==> config.mk <==
export PLATFORM = sky130hd
export DESIGN_NAME = uli_chan_ctrl
export DESIGN_NICKNAME = d
export VERILOG_FILES = /design/src/rtl/uli_pkg.sv /design/src/rtl/uli_chan.sv /design/src/rtl/uli_pick.sv /design/src/rtl/uli_deliver.sv /design/src/rtl/uli_chan_ctrl.sv
export SDC_FILE = /design/constraint.sdc
export NUM_CORES = 1
export LEC_CHECK = 0
export BUFFER_PORTS_ARGS = -buffer_cell sky130_fd_sc_hd__buf_2
export CAP_MARGIN = 10
export CORE_ASPECT_RATIO = 1.4
export CORE_MARGIN = 5
export CORE_UTILIZATION = 37
export CTS_CLUSTER_SIZE = 10
export DETAILED_ROUTE_END_ITERATION = 10
export PLACE_DENSITY_LB_ADDON = 0.3
export SYNTH_ARGS = -nofsm -noshare
export SYNTH_HDL_FRONTEND = slang
export SYNTH_HIERARCHICAL = 1
export SYNTH_SLANG_ARGS = --single-unit
==> constraint.sdc <==
create_clock -name clk -period 2.8 [get_ports clk]
set_clock_uncertainty 0.05 [all_clocks]
set_input_delay 0.42 -clock clk [delete_from_list [all_inputs] [get_ports clk]]
set_output_delay 0.42 -clock clk [all_outputs]
set_load 0.02 [all_outputs]
==> src/rtl/uli_pkg.sv <==
package uli_pkg;
  localparam int MAXW = 64;

  // address falls inside a window: compared bits are those set in mask
  function automatic logic win_hit(input logic [MAXW-1:0] addr,
                                   input logic [MAXW-1:0] base,
                                   input logic [MAXW-1:0] mask);
    return ((addr ^ base) & mask) == '0;
  endfunction

  // lowest set bit as a one-hot vector
  function automatic logic [MAXW-1:0] low_first(input logic [MAXW-1:0] req);
    return req & (~req + 1'b1);
  endfunction
endpackage

==> src/rtl/uli_chan.sv <==
module uli_chan #(
  parameter int AW  = 32,
  parameter int CSW = 8
) (
  input  logic           clk,
  input  logic           rst_n,
  input  logic           wr_en,
  input  logic           wr_arm,
  input  logic [AW-1:0]  wr_base,
  input  logic [AW-1:0]  wr_mask,
  input  logic [AW-1:0]  wr_handler,
  input  logic [CSW-1:0] wr_cs,
  input  logic           snoop_vld,
  input  logic [AW-1:0]  snoop_addr,
  input  logic           taken,
  output logic           armed,
  output logic           fired,
  output logic           hit,
  output logic [AW-1:0]  handler,
  output logic [CSW-1:0] cs_rec
);
  import uli_pkg::*;

  logic [AW-1:0] base_q, mask_q;

  always_comb
    hit = snoop_vld & armed &
          win_hit(MAXW'(snoop_addr), MAXW'(base_q), MAXW'(mask_q));

  always_ff @(posedge clk or negedge rst_n) begin
    if (!rst_n) begin
      armed   <= 1'b0;
      base_q  <= '0;
      mask_q  <= '0;
      handler <= '0;
      cs_rec  <= '0;
    end else if (wr_en) begin
      armed   <= wr_arm;
      base_q  <= wr_base;
      mask_q  <= wr_mask;
      handler <= wr_handler;
      cs_rec  <= wr_cs;
    end
  end

  // reprogramming wipes the mark; a fresh hit outranks the clear on delivery
  always_ff @(posedge clk or negedge rst_n) begin
    if (!rst_n)      fired <= 1'b0;
    else if (wr_en)  fired <= 1'b0;
    else if (hit)    fired <= 1'b1;
    else if (taken)  fired <= 1'b0;
  end
endmodule

==> src/rtl/uli_pick.sv <==
module uli_pick #(
  parameter int N = 4,
  localparam int IW = (N > 1) ? $clog2(N) : 1
) (
  input  logic [N-1:0]  req,
  output logic [N-1:0]  gnt,
  output logic          any,
  output logic [IW-1:0] idx
);
  import uli_pkg::*;

  logic [MAXW-1:0] one;

  always_comb begin
    one = low_first(MAXW'(req));
    gnt = one[N-1:0];
    any = |req;
    idx = '0;
    for (int i = N - 1; i >= 0; i--)
      if (req[i]) idx = IW'(i);
  end
endmodule

==> src/rtl/uli_deliver.sv <==
module uli_deliver #(
  parameter int AW = 32
) (
  input  logic          clk,
  input  logic          rst_n,
  input  logic          req_any,
  input  logic [AW-1:0] req_handler,
  input  logic          irq_other,
  input  logic          ret_cmd,
  output logic          take,
  output logic          ret_ok,
  output logic          ret_bad,
  output logic          redirect_vld,
  output logic [AW-1:0] redirect_pc,
  output logic          save_ip,
  output logic          flush,
  output logic          restore_ip,
  output logic          blocked,
  output logic          ret_err
);
  always_comb begin
    take    = req_any & ~blocked & ~irq_other;
    ret_ok  = ret_cmd & blocked;
    ret_bad = ret_cmd & ~blocked;
  end

  always_ff @(posedge clk or negedge rst_n) begin
    if (!rst_n) begin
      redirect_vld <= 1'b0;
      redirect_pc  <= '0;
      save_ip      <= 1'b0;
      flush        <= 1'b0;
      restore_ip   <= 1'b0;
      blocked      <= 1'b0;
      ret_err      <= 1'b0;
    end else begin
      redirect_vld <= take;
      save_ip      <= take;
      flush        <= take;
      restore_ip   <= ret_ok;
      if (take)         redirect_pc <= req_handler;
      if (take)         blocked <= 1'b1;
      else if (ret_ok)  blocked <= 1'b0;
      if (ret_bad)      ret_err <= 1'b1;
    end
  end
endmodule

==> src/rtl/uli_chan_ctrl.sv <==
module uli_chan_ctrl #(
  parameter int NCH = 4,
  parameter int AW  = 32,
  parameter int CSW = 8,
  localparam int IDXW = (NCH > 1) ? $clog2(NCH) : 1
) (
  input  logic            clk,
  input  logic            rst_n,
  input  logic            cfg_we,
  input  logic [IDXW-1:0] cfg_sel,
  input  logic            cfg_arm,
  input  logic [AW-1:0]   cfg_base,
  input  logic [AW-1:0]   cfg_mask,
  input  logic [AW-1:0]   cfg_handler,
  input  logic [CSW-1:0]  cs_cur,
  input  logic            snoop_vld,
  input  logic [AW-1:0]   snoop_addr,
  input  logic            irq_other,
  input  logic            ret_cmd,
  input  logic [IDXW-1:0] poll_sel,
  output logic            poll_armed,
  output logic            poll_fired,
  output logic            redirect_vld,
  output logic [AW-1:0]   redirect_pc,
  output logic            save_ip,
  output logic            flush,
  output logic            restore_ip,
  output logic            blocked,
  output logic            ret_err
);
  logic [NCH-1:0]  armed_v, fired_v, hit_v, elig_v, gnt_v, clr_v;
  logic [AW-1:0]   hnd   [NCH];
  logic [CSW-1:0]  csr   [NCH];
  logic            elig_any, take, ret_ok, ret_bad;
  logic [IDXW-1:0] win_idx;

  for (genvar g = 0; g < NCH; g++) begin : g_ch
    logic wr_g;
    assign wr_g     = cfg_we && (cfg_sel == IDXW'(g));
    assign clr_v[g] = take & gnt_v[g];
    uli_chan #(.AW(AW), .CSW(CSW)) u_ch (
      .clk       (clk),
      .rst_n     (rst_n),
      .wr_en     (wr_g),
      .wr_arm    (cfg_arm),
      .wr_base   (cfg_base),
      .wr_mask   (cfg_mask),
      .wr_handler(cfg_handler),
      .wr_cs     (cs_cur),
      .snoop_vld (snoop_vld),
      .snoop_addr(snoop_addr),
      .taken     (clr_v[g]),
      .armed     (armed_v[g]),
      .fired     (fired_v[g]),
      .hit       (hit_v[g]),
      .handler   (hnd[g]),
      .cs_rec    (csr[g])
    );
    assign elig_v[g] = armed_v[g] & fired_v[g] & (csr[g] == cs_cur);
  end

  uli_pick #(.N(NCH)) u_pick (
    .req(elig_v),
    .gnt(gnt_v),
    .any(elig_any),
    .idx(win_idx)
  );

  uli_deliver #(.AW(AW)) u_dlv (
    .clk         (clk),
    .rst_n       (rst_n),
    .req_any     (elig_any),
    .req_handler (hnd[win_idx]),
    .irq_other   (irq_other),
    .ret_cmd     (ret_cmd),
    .take        (take),
    .ret_ok      (ret_ok),
    .ret_bad     (ret_bad),
    .redirect_vld(redirect_vld),
    .redirect_pc (redirect_pc),
    .save_ip     (save_ip),
    .flush       (flush),
    .restore_ip  (restore_ip),
    .blocked     (blocked),
    .ret_err     (ret_err)
  );

  assign poll_armed = armed_v[poll_sel];
  assign poll_fired = fired_v[poll_sel];
endmodule

==> results of run 1 <==
-- stage by stage --
stage / setup TNS (ns) / worst slack (ns)
3_3_place_gp: 0 / 0.00859
4_1_cts: 0 / 0.154
2_1_floorplan: 0 / 0.0917
3_5_place_dp: -0.0239 / -0.0126
6_report: 0 / 0.268
5_1_grt: 0 / 0.0857
-- cells by family after synthesis --
group / count (synthesis) / synth area share
muxes: 486 / 0.291
xor gates and xnor gates: 160 / 0.0697
AOI/OAI and AO/OA: 66 / 0.0275
and+or+nand+nor: 64 / 0.0199
DFF: 460 / 0.572
buffers and inverters: 75 / 0.0194
-- metal layers --
| layer | vias up | share of wire | GRT usage |
|---|---|---|---|
| met4 | 20 | 0.027 | 0.0478 |
| met3 | 99 | 0.054 | 0.0434 |
| met1 | 6014 | 0.40 | 0.189 |
| met2 | 229 | 0.52 | 0.290 |
| li1 | 5229 | - | - |
| met5 | - | 0.0031 | 0 |
-- placed cells by master, fill, tap and decap left out, drive strengths merged, types with 3 or more instances in the layout --
| cell | instances |
|---|---|
| nand4 | 20 |
| nand2 | 5 |
| nor4 | 4 |
| diode | 11 |
| dfrtp | 460 |
| nor3 | 5 |
| inv | 8 |
| nor3b | 3 |
| and2 | 5 |
| xnor2 | 32 |
| xor2 | 128 |
| mux4 | 34 |
| nor2 | 7 |
| a222oi | 4 |
| a221oi | 8 |
| clkbuf | 62 |
| a22oi | 40 |
| mux2 | 452 |
| a22o | 12 |
| buf | 257 |
| nand3 | 8 |
-- power by group --
part / total (mW) / switching (mW) / internal, mW
logic: 2.79 / 1.17 / 1.62
clock network: 6.07 / 2.52 / 3.55
registers: 8.50 / 0.684 / 7.81
-- repair_timing --
| item | CTS | global route |
|---|---|---|
| hold buffers | 1 | 0 |
| endpoints found under the hold margin | 60 | 0 |
| setup endpoints to repair | 0 | 16 |
| gates resized for setup | 0 | 2 |
-- worst min path at each step --
| stage | start | cells past startpoint | end | slack [ns] |
|---|---|---|---|---|
| after floorplan | rst_n | 0 | g_ch[0].u_ch/armed | 0.07 |
| after global placement | rst_n | 1 | g_ch[1].u_ch/base_q[17] | 0.38 |
| after detailed placement | rst_n | 1 | g_ch[3].u_ch/base_q[17] | 0.38 |
| after CTS | ret_cmd | 2 | u_dlv/restore_ip | 0.002 |
| after global routing | ret_cmd | 2 | u_dlv/restore_ip | 0.03 |
| final | ret_cmd | 2 | u_dlv/restore_ip | 0.06 |
-- cell type report --
type | count | area, um^2 | area share
Sequential cell | 460 | 11500 | 0.481
Multi-Input combinational cell | 776 | 8270 | 0.345
Timing Repair Buffer | 258 | 1750 | 0.0730
Clock buffer | 62 | 1400 | 0.0585
Tap cell | 721 | 902 | 0.0377
Clock inverter | 4 | 52.6 | 0.00220
Antenna cell | 11 | 27.5 | 0.00115
Inverter | 6 | 22.5 | 0.000941
-- flip-flops by register name, summed over array words and instances (netlist names) --
signal,flops
g_ch.u_ch/armed,4
g_ch.u_ch/base_q,128
g_ch.u_ch/cs_rec,32
g_ch.u_ch/fired,4
g_ch.u_ch/handler,128
g_ch.u_ch/mask_q,128
u_dlv/blocked,1
u_dlv/flush,1
u_dlv/redirect_pc,32
u_dlv/restore_ip,1
u_dlv/ret_err,1
==> summary.md, run 1 <==
| Metric | Value |
|---|---|
| Status | finished, final reports clean |
| DPL Wire Length | 33600 um |
| Endpoints failing setup | 0 |
| Commonest cells in the netlist | dfrtp_1 (460), mux2_2 (450), xor2_1 (128), clkbuf_1 (44), a22oi_1 (40) |
| Worst reg-to-reg path cell count | 9 |
| CP max-delay cell | mux4_2 |
| Largest net degree at the start of global routing | 72 |
| Unrepaired setup endpoints after global routing | false |
| Htree depth | 2 |
| Mean Syn Cell Area | 15.3 um^2 |
| Fin. max-slew vios | 0 |
| Final non-filler cell total | 2298 |
| Global-route wire length before repair | 76000 um |
| Worst Path Max Fanout | 16 |
| Drt total wl | 47500 um |
| Die W | 207 um |
| Worst rel slew slack | 0.564 |
| Worst R2R Setup Slack | 0.27 ns |
| Hold slack | 0.0556 ns |
| Largest area contributor in the netlist | dfrtp_1 |
| Async set-reset flop share out of synthesis | 1.00 |
| Vias in the first global route | 13.2k |
| CP arrival | 2.92 ns |
| YS warnings | 6 |
| Slowest stage delay, CP | 0.49 ns |
| Placed insts | 2220 |
| Starting Density | 0.372 |
| Syn Inst Count | 1311 |
| Routed vias/inst | 5.04 |
| Crit Reg-Reg Startpoint | g_ch[3].u_ch/cs_rec[6] |
| Critical path, cell by cell | xnor2_1 > nand4_1 > nor3_2 > nand2b_1 > a21oi_4 > buf_12 > buf_4 > mux4_2 > mux2_2 |
| Die area | 0.0592 mm^2 |
| Worst-Margin Slew | 0.654 ns |
| DR pass1 iterations | 4 |
| Clock sink count | 460 |
| Critical Path Sink | u_dlv/redirect_pc[2] |
| Deepest clock path buffer count | 3 |
| Buffers and inverters on the worst path | 2 |
| CP startpoint kind | flop |
| Worst min path class | in -> reg |
| Core Rows | 101 |
| Fin. Hold Viols | 0 |
| Initial antenna violation count | 22 |
| Vias | 11.6k |
| Worst Setup End Kind | flop |
| Fraction of layout cells with a size suffix above 1 | 0.522 |
| CP delay by family, top | multiplexers |
| Number of flops mapped to enable cells by yosys | 0 |
| CTS buffer count | 53 |
| IO Port Bufs | 186 |
| Gr usage total | 0.161 |
| Synth area leaders | dfrtp_1 (57%), mux2_2 (25%), xor2_1 (5.6%) |
| Post-CTS Setup Bufs | 0 |
| Fillcell total | 5018 |
| Remaining antenna violation count after routing | 0 |
| WL/cell | 20.7 um |
| Fin crit share | 0.904 |
| Max cap viols | 0 |
| Dominant synthesized flop cell | dfrtp_1 |
| FF+latch count, synth | 460 |
| Syn Nets | 1458 |
| Register area share after synthesis | 0.572 |
| Post-layout nets | 1702 |
| Most numerous cell in the Yosys netlist | dfrtp_1 |
| Top cell type's share of synthesized area | 0.572 |
| Clock-pin slew on the worst setup and hold paths | 0.06 ns |
| Placed inst area | 0.0224 mm^2 |
| Final total power | 17.4 mW |
| Peak supply drop | 0.553 mV |
| Pleak | 10.3 nW |
| I/O pins | 187 |
| WS Path Type | reg -> reg |
| Cell Area, Synth | 0.0201 mm^2 |
| GR Overflow Total | 0 |
| Clk_lat worst skew | 0.58 ns |
| Die Y | 286 um |
| Pwr/cell area | 725 mW/mm^2 |
| Area Growth Syn to Fin | 18.9% |
| Crit path from | g_ch[3].u_ch/cs_rec[6] |
| Core Box Area | 0.0541 mm^2 |
| Minimum clock period | 2.53 ns |
| DRC Markers | 0 |
| Fmax | 0.395 GHz |
| GPL Wtd Cong | 0.787 |
| Post-layout util | 0.442 |
| Library cells used by synthesis | 36 |
| Critical Path RT | 3.19 ns |
| R2r endpoint | u_dlv/redirect_pc[2] |
| Final non-filler cell area | 0.0239 mm^2 |
| Root Driver | clkbuf_16 |
| CTS tree | yes |
| Critical path depth | 9 |
| Initial drt markers | 275 |
Note: power is estimated with default switching activity, not from simulation.
==> run 2, diff against run 1 <==
ABC_AREA = 1   (was not set)
==> run 2 against run 1 <==
Cell count rose by 40%. Register-to-register slack improved by 0.07 ns. Critical path depth rose by 4.
==> summary.md, run 2 <==
| Metric | Value |
|---|---|
| Deepest clock path buffer count | 3 (unchanged) |
| Top flop regs | g_ch.u_ch/base_q (128), g_ch.u_ch/handler (128), g_ch.u_ch/mask_q (128) |
| Fillcell total | 5661 (+13%) |
| Fin. Hold Viols | 0 (unchanged) |
| Worst Setup End Kind | flop |
| GR Overflow Total | 0 (unchanged) |
| Critical Path RT | 3.27 ns (+0.08 ns) |
| Vias | 15.9k (+37%) |
| Core Box Area | 0.0587 mm^2 (+8.6%) |
| Unrepaired setup endpoints after global routing | false |
| IO Port Bufs | 186 (unchanged) |
| Htree depth | 2 (unchanged) |
| Syn Nets | 2391 (+64%) |
| Largest net degree at the start of global routing | 87 (+21%) |
| Worst Path Max Fanout | 26 (+10) |
| Fmax | 0.407 GHz (+3.0%) |
| Hold Startpoint | cfg_base[11] |
| Global-route wire length before repair | 90900 um (+20%) |
| Peak supply drop | 0.505 mV (-8.8%) |
| Placed insts | 3132 (+41%) |
| Die area | 0.0643 mm^2 (+8.6%) |
| Final non-filler cell total | 3223 (+40%) |
| Die Y | 298 um (+4.3%) |
| WL/cell | 17.7 um (-15%) |
| Worst R2R Setup Slack | 0.34 ns (+0.07 ns) |
| Crit path from | g_ch[2].u_ch/armed |
| Fin crit share | 0.878 (-0.0264) |
| Die W | 216 um (+4.2%) |
| Syn Inst Count | 2244 (+71%) |
| Remaining antenna violation count after routing | 0 (unchanged) |
| DPL Wire Length | 39100 um (+16%) |
| Mean Syn Cell Area | 9.77 um^2 (-36%) |
| Root Driver | clkbuf_16 |
| Most common cell after layout, fill and taps aside | nand2_1 |
| Drt total wl | 56900 um (+20%) |
| CTS buffer count | 53 (unchanged) |
| GPL Wtd Cong | 0.825 (+4.8%) |
| Post-layout nets | 2601 (+53%) |
| Final WS setup | 0.342 ns (+0.0741 ns) |
| Clk_lat worst skew | 0.60 ns (+0.02 ns) |
| Gr usage total | 0.175 (+0.0134) |
| Endpoints failing setup | 0 (unchanged) |
| I/O pins | 187 (unchanged) |
| Worst min path class | in -> reg |
| Routed vias/inst | 4.93 (-2.2%) |
| Fraction of layout cells with a size suffix above 1 | 0.255 (-0.267) |
| WS Path Type | reg -> reg |
| Final setup TNS | 0 ns (unchanged) |
| Clock-pin slew on the worst setup and hold paths | 0.06 ns (about the same) |
| Area Growth Syn to Fin | 15.9% |
| Starting Density | 0.373 (+0.00147) |
| Minimum clock period | 2.46 ns (-0.0741 ns) |
| Pwr/cell area | 688 mW/mm^2 (-5.1%) |
| CTS tree | yes |
| Final total power | 17.5 mW (+0.78%) |
| CP arrival | 2.92 ns (about the same) |
| Most frequent cells in the layout | nand2_1 (531), dfrtp_1 (460), inv_1 (239), mux2_2 (208), nor2_1 (207) |
| CP startpoint kind | flop |
| Cts repair resizes | 0 (unchanged) |
| YS warnings | 6 (unchanged) |
| Worst rel slew slack | 0.461 (-0.102) |
| Worst-Margin Slew | 0.808 ns (+0.154 ns) |
| Cell Area, Synth | 0.0219 mm^2 (+9.0%) |
| Crit Reg-Reg Startpoint | g_ch[2].u_ch/armed |
| Initial drt markers | 867 (+220%) |
| DR pass1 iterations | 5 (+1) |
| Initial antenna violation count | 19 (-14%) |
| Pleak | 12.4 nW (+20%) |
| Fin. max-slew vios | 0 (unchanged) |
| DRC Markers | 0 (unchanged) |
| Vias in the first global route | 16.7k (+27%) |
| Status | finished, final reports clean |
| Max cap viols | 0 (unchanged) |
| Core Rows | 105 (+4.0%) |
| Place WS | 0.203 ns (+0.216 ns) |
| Clock sink count | 460 (unchanged) |
## run 2: cell count changes in the layout (fill, tap and decap cells not counted), moves of 40 or more
| cell | delta |
|---|---|
| nand3_1 | +97 |
| a22oi_1 | -40 |
| nand2_1 | +526 |
| mux2_4 | +108 |
| inv_1 | +233 |
| o21ai_0 | +151 |
| mux2_2 | -242 |
| nor2_1 | +201 |
| xor2_1 | -127 |
## run 2: metal layers
layer  up-vias  GRT usage  part of all wire
met4        18     0.0614             0.033
met1      7752      0.207              0.41
met2       309      0.311              0.51
met5         -          0            0.0020
met3       135     0.0387             0.047
li1       7682          -                 -
## run 2: metrics by stage
step / instance area [um^2] / util / hold slack, ns
global placement: 23800 / 0.405 / 0.396
CTS: 25400 / 0.432 / 0.000345
detailed placement: 23800 / 0.405 / 0.403
global route: 25400 / 0.433 / 0.0179
floorplan: 21900 / - / 0.0744
finish: 25400 / 0.433 / 0.0447
## run 2: where the power goes
group	total, mW	internal, mW	switching [mW]
logic	2.85	1.47	1.39
registers	8.42	7.78	0.646
clock network	6.21	3.58	2.63
total	17.5	12.8	4.66
## run 2: what timing repair did
action	CTS	global route
hold buffers	16	0
hold endpoints to repair	99	0
buffers inserted	0	0
## run 2: final cells by class
cell class                      count  area [um^2]  area share
Sequential cell                   460        11500       0.453
Clock buffer                       59         1400      0.0551
Multi-Input combinational cell   1442         8840       0.348
Tap cell                          749          937      0.0369
Antenna cell                       11         27.5     0.00108
Timing Repair Buffer              251         1690      0.0666
Clock inverter                      5         78.8     0.00310
Inverter                          246          928      0.0365
## run 2: path summary, 6_finish.rpt
| kind | cells after the start | end |
|---|---|---|
| setup / recovery | 13 | u_dlv/redirect_pc[24] |
| hold / removal | 3 | g_ch[3].u_ch/base_q[11] |
| setup reg to reg | 13 | u_dlv/redirect_pc[24] |
| hold reg to reg | 1 | u_dlv/ret_err |
| max in group asynchronous | 3 | g_ch[2].u_ch/handler[4] |
| min in group asynchronous | 2 | g_ch[3].u_ch/base_q[18] |
## run 2: worst max-delay path: stages (launching register included)
cell and delay, ns:
dfrtp_1 0.41, nand2_1 0.07, inv_1 0.12, nand2_1 0.08, nor2_1 0.09, nand3_1 0.12
nor2_1 0.18, nor2_1 0.10, nor2_2 0.20, buf_4 0.37, o21ai_0 0.17, o22ai_1 0.20
nand4_1 0.12, nand2_1 0.09
==> run 3, diff against run 2 <==
CAP_MARGIN = 20   (was 10)
CORE_MARGIN = 2   (was 5)
==> run 3 against run 2 <==
Cell count about the same. Combinational power about the same. Register-to-register slack better by 0.08 ns. Design area increased by 0.31%. Sequential cell count stayed put. Fmax increased by 3.5%.
==> summary.md, run 3 (synthesis results as in run 2) <==
| Metric | Value |
|---|---|
| Core Box Area | 0.0586 mm^2 (-0.22%) |
| Crit path from | g_ch[0].u_ch/cs_rec[5] |
| Pleak | 12.4 nW (about the same) |
| Die W | 210 um (-2.8%) |
| DR pass1 iterations | 5 (unchanged) |
| CP arrival | 2.85 ns (-0.07 ns) |
| Deepest clock path buffer count | 3 (unchanged) |
| Hold slack | 0.0388 ns (-0.00592 ns) |
| Final non-filler cell total | 3222 (-0.031%) |
| Worst min path class | in -> reg |
| DPL Wire Length | 37400 um (-4.3%) |
| Drt total wl | 56300 um (-0.96%) |
| Final total power | 17.5 mW (+0.16%) |
| Vias in the first global route | 16.8k (+0.52%) |
| Fin. Hold Viols | 0 (unchanged) |
| Post-layout nets | 2609 (+0.31%) |
| Core Rows | 105 (unchanged) |
| Routed vias/inst | 5.00 (+1.3%) |
| Critical Path RT | 3.27 ns (about the same) |
| CP startpoint kind | flop |
| I/O pins | 187 (unchanged) |
| Pwr/cell area | 687 mW/mm^2 (-0.14%) |
| Root Driver | clkbuf_16 |
| Placed insts | 3117 (-0.48%) |
| Clock-pin slew on the worst setup and hold paths | 0.06 ns (about the same) |
| Top flop regs | g_ch.u_ch/base_q (128), g_ch.u_ch/handler (128), g_ch.u_ch/mask_q (128) |
| Worst rel slew slack | 0.536 (+0.0742) |
| Cts repair resizes | 0 (unchanged) |
| Peak supply drop | 0.472 mV (-6.5%) |
| Clock sink count | 460 (unchanged) |
| Global-route wire length before repair | 91800 um (+1.0%) |
| Starting Density | 0.374 (+0.000837) |
| Final setup TNS | 0 ns (unchanged) |
| Die Y | 292 um (-2.0%) |
| IO Port Bufs | 186 (unchanged) |
| GR Overflow Total | 0 (unchanged) |
| Fraction of layout cells with a size suffix above 1 | 0.248 (-0.00730) |
| Fin. max-slew vios | 0 (unchanged) |
| Die area | 0.0613 mm^2 (-4.7%) |
| Vias | 16.1k (+1.3%) |
| Fmax | 0.421 GHz (+3.5%) |
| Fillcell total | 5693 (+0.57%) |
| Area Growth Syn to Fin | 16.3% |
| Post-CTS Setup Bufs | 0 (unchanged) |
| Crit Reg-Reg Startpoint | g_ch[0].u_ch/cs_rec[5] |
| DRC Markers | 0 (unchanged) |
| WS Path Type | reg -> reg |
| Gr usage total | 0.188 (+0.0133) |
| Place WS | 0.160 ns (-0.0427 ns) |
| Post-layout util | 0.435 (+0.00229) |
| Worst-Margin Slew | 0.697 ns (-0.111 ns) |
| Hold_buf cts | 39 (+23) |
| Endpoints failing setup | 0 (unchanged) |
| Final non-filler cell area | 0.0255 mm^2 (+0.31%) |
| Placed inst area | 0.0236 mm^2 (-0.58%) |
| Worst Path Max Fanout | 32 (+23%) |
| Final WS setup | 0.426 ns (+0.0833 ns) |
| Unrepaired setup endpoints after global routing | false |
| Minimum clock period | 2.37 ns (-0.0833 ns) |
| Remaining antenna violation count after routing | 0 (unchanged) |
| Most frequent cells in the layout | nand2_1 (531), dfrtp_1 (460), inv_1 (239), mux2_2 (208), nor2_1 (207) |
| Most common cell after layout, fill and taps aside | nand2_1 |
| Fin crit share | 0.848 (-0.0298) |
| WL/cell | 17.5 um (-0.93%) |
| Status | finished, final reports clean |
| Initial antenna violation count | 8 (-11) |
| Htree depth | 2 (unchanged) |
| CTS tree | yes |
| Max cap viols | 0 (unchanged) |
| Worst Setup End Kind | flop |
| Clk_lat worst skew | 0.61 ns (about the same) |
| Initial drt markers | 886 (+2.2%) |
| CTS buffer count | 53 (unchanged) |
| GPL Wtd Cong | 0.826 (+0.21%) |
| Largest net degree at the start of global routing | 91 (+4.6%) |
| Hold Startpoint | cfg_base[8] |
## run 3: critical path, stage by stage (launching register included)
cell and delay [ns]:
dfrtp_1 0.41, nand2_1 0.09, o21ai_0 0.09, nor2_1 0.11, nand2_1 0.06, nor2_1 0.19, inv_2 0.08, nand2_2 0.09
nor2_2 0.06, inv_2 0.51, o21ai_1 0.16, o22ai_1 0.16, nand4_1 0.11, nand2_1 0.09
## run 3: layout make-up
class / count / area, um^2 / area share
flip-flops and latches: 460 / 11500 / 0.451
diodes: 2 / 5.00 / 0.000196
clock inverters: 5 / 108 / 0.00422
well taps: 749 / 937 / 0.0368
clock buffers: 59 / 1380 / 0.0541
inverters: 246 / 928 / 0.0364
repair buffers: 259 / 1790 / 0.0701
multi-input cells: 1442 / 8840 / 0.347
## run 3: power by group
part | switching, mW | total (mW) | internal, mW
combinational | 1.39 | 2.86 | 1.47
sequential | 0.639 | 8.42 | 7.78
clock | 2.69 | 6.24 | 3.55
## run 3: worst paths after layout
kind,endpoint,slack [ns],cells past startpoint
max,u_dlv/redirect_pc[19],0.43,13
min,g_ch[2].u_ch/base_q[8],0.04,3
max reg2reg,u_dlv/redirect_pc[19],0.43,13
min reg2reg,u_dlv/redirect_pc[4],0.41,2
max in group asynchronous,g_ch[0].u_ch/base_q[5],1.32,3
min in group asynchronous,g_ch[0].u_ch/base_q[22],0.38,2
## run 3: per-layer routing
| layer | global-route usage | wire length (um) |
|---|---|---|
| met1 | 0.222 | 23000 |
| met4 | 0.0640 | 1750 |
| met5 | 0 | 85 |
| met2 | 0.334 | 28400 |
| met3 | 0.0428 | 3170 |
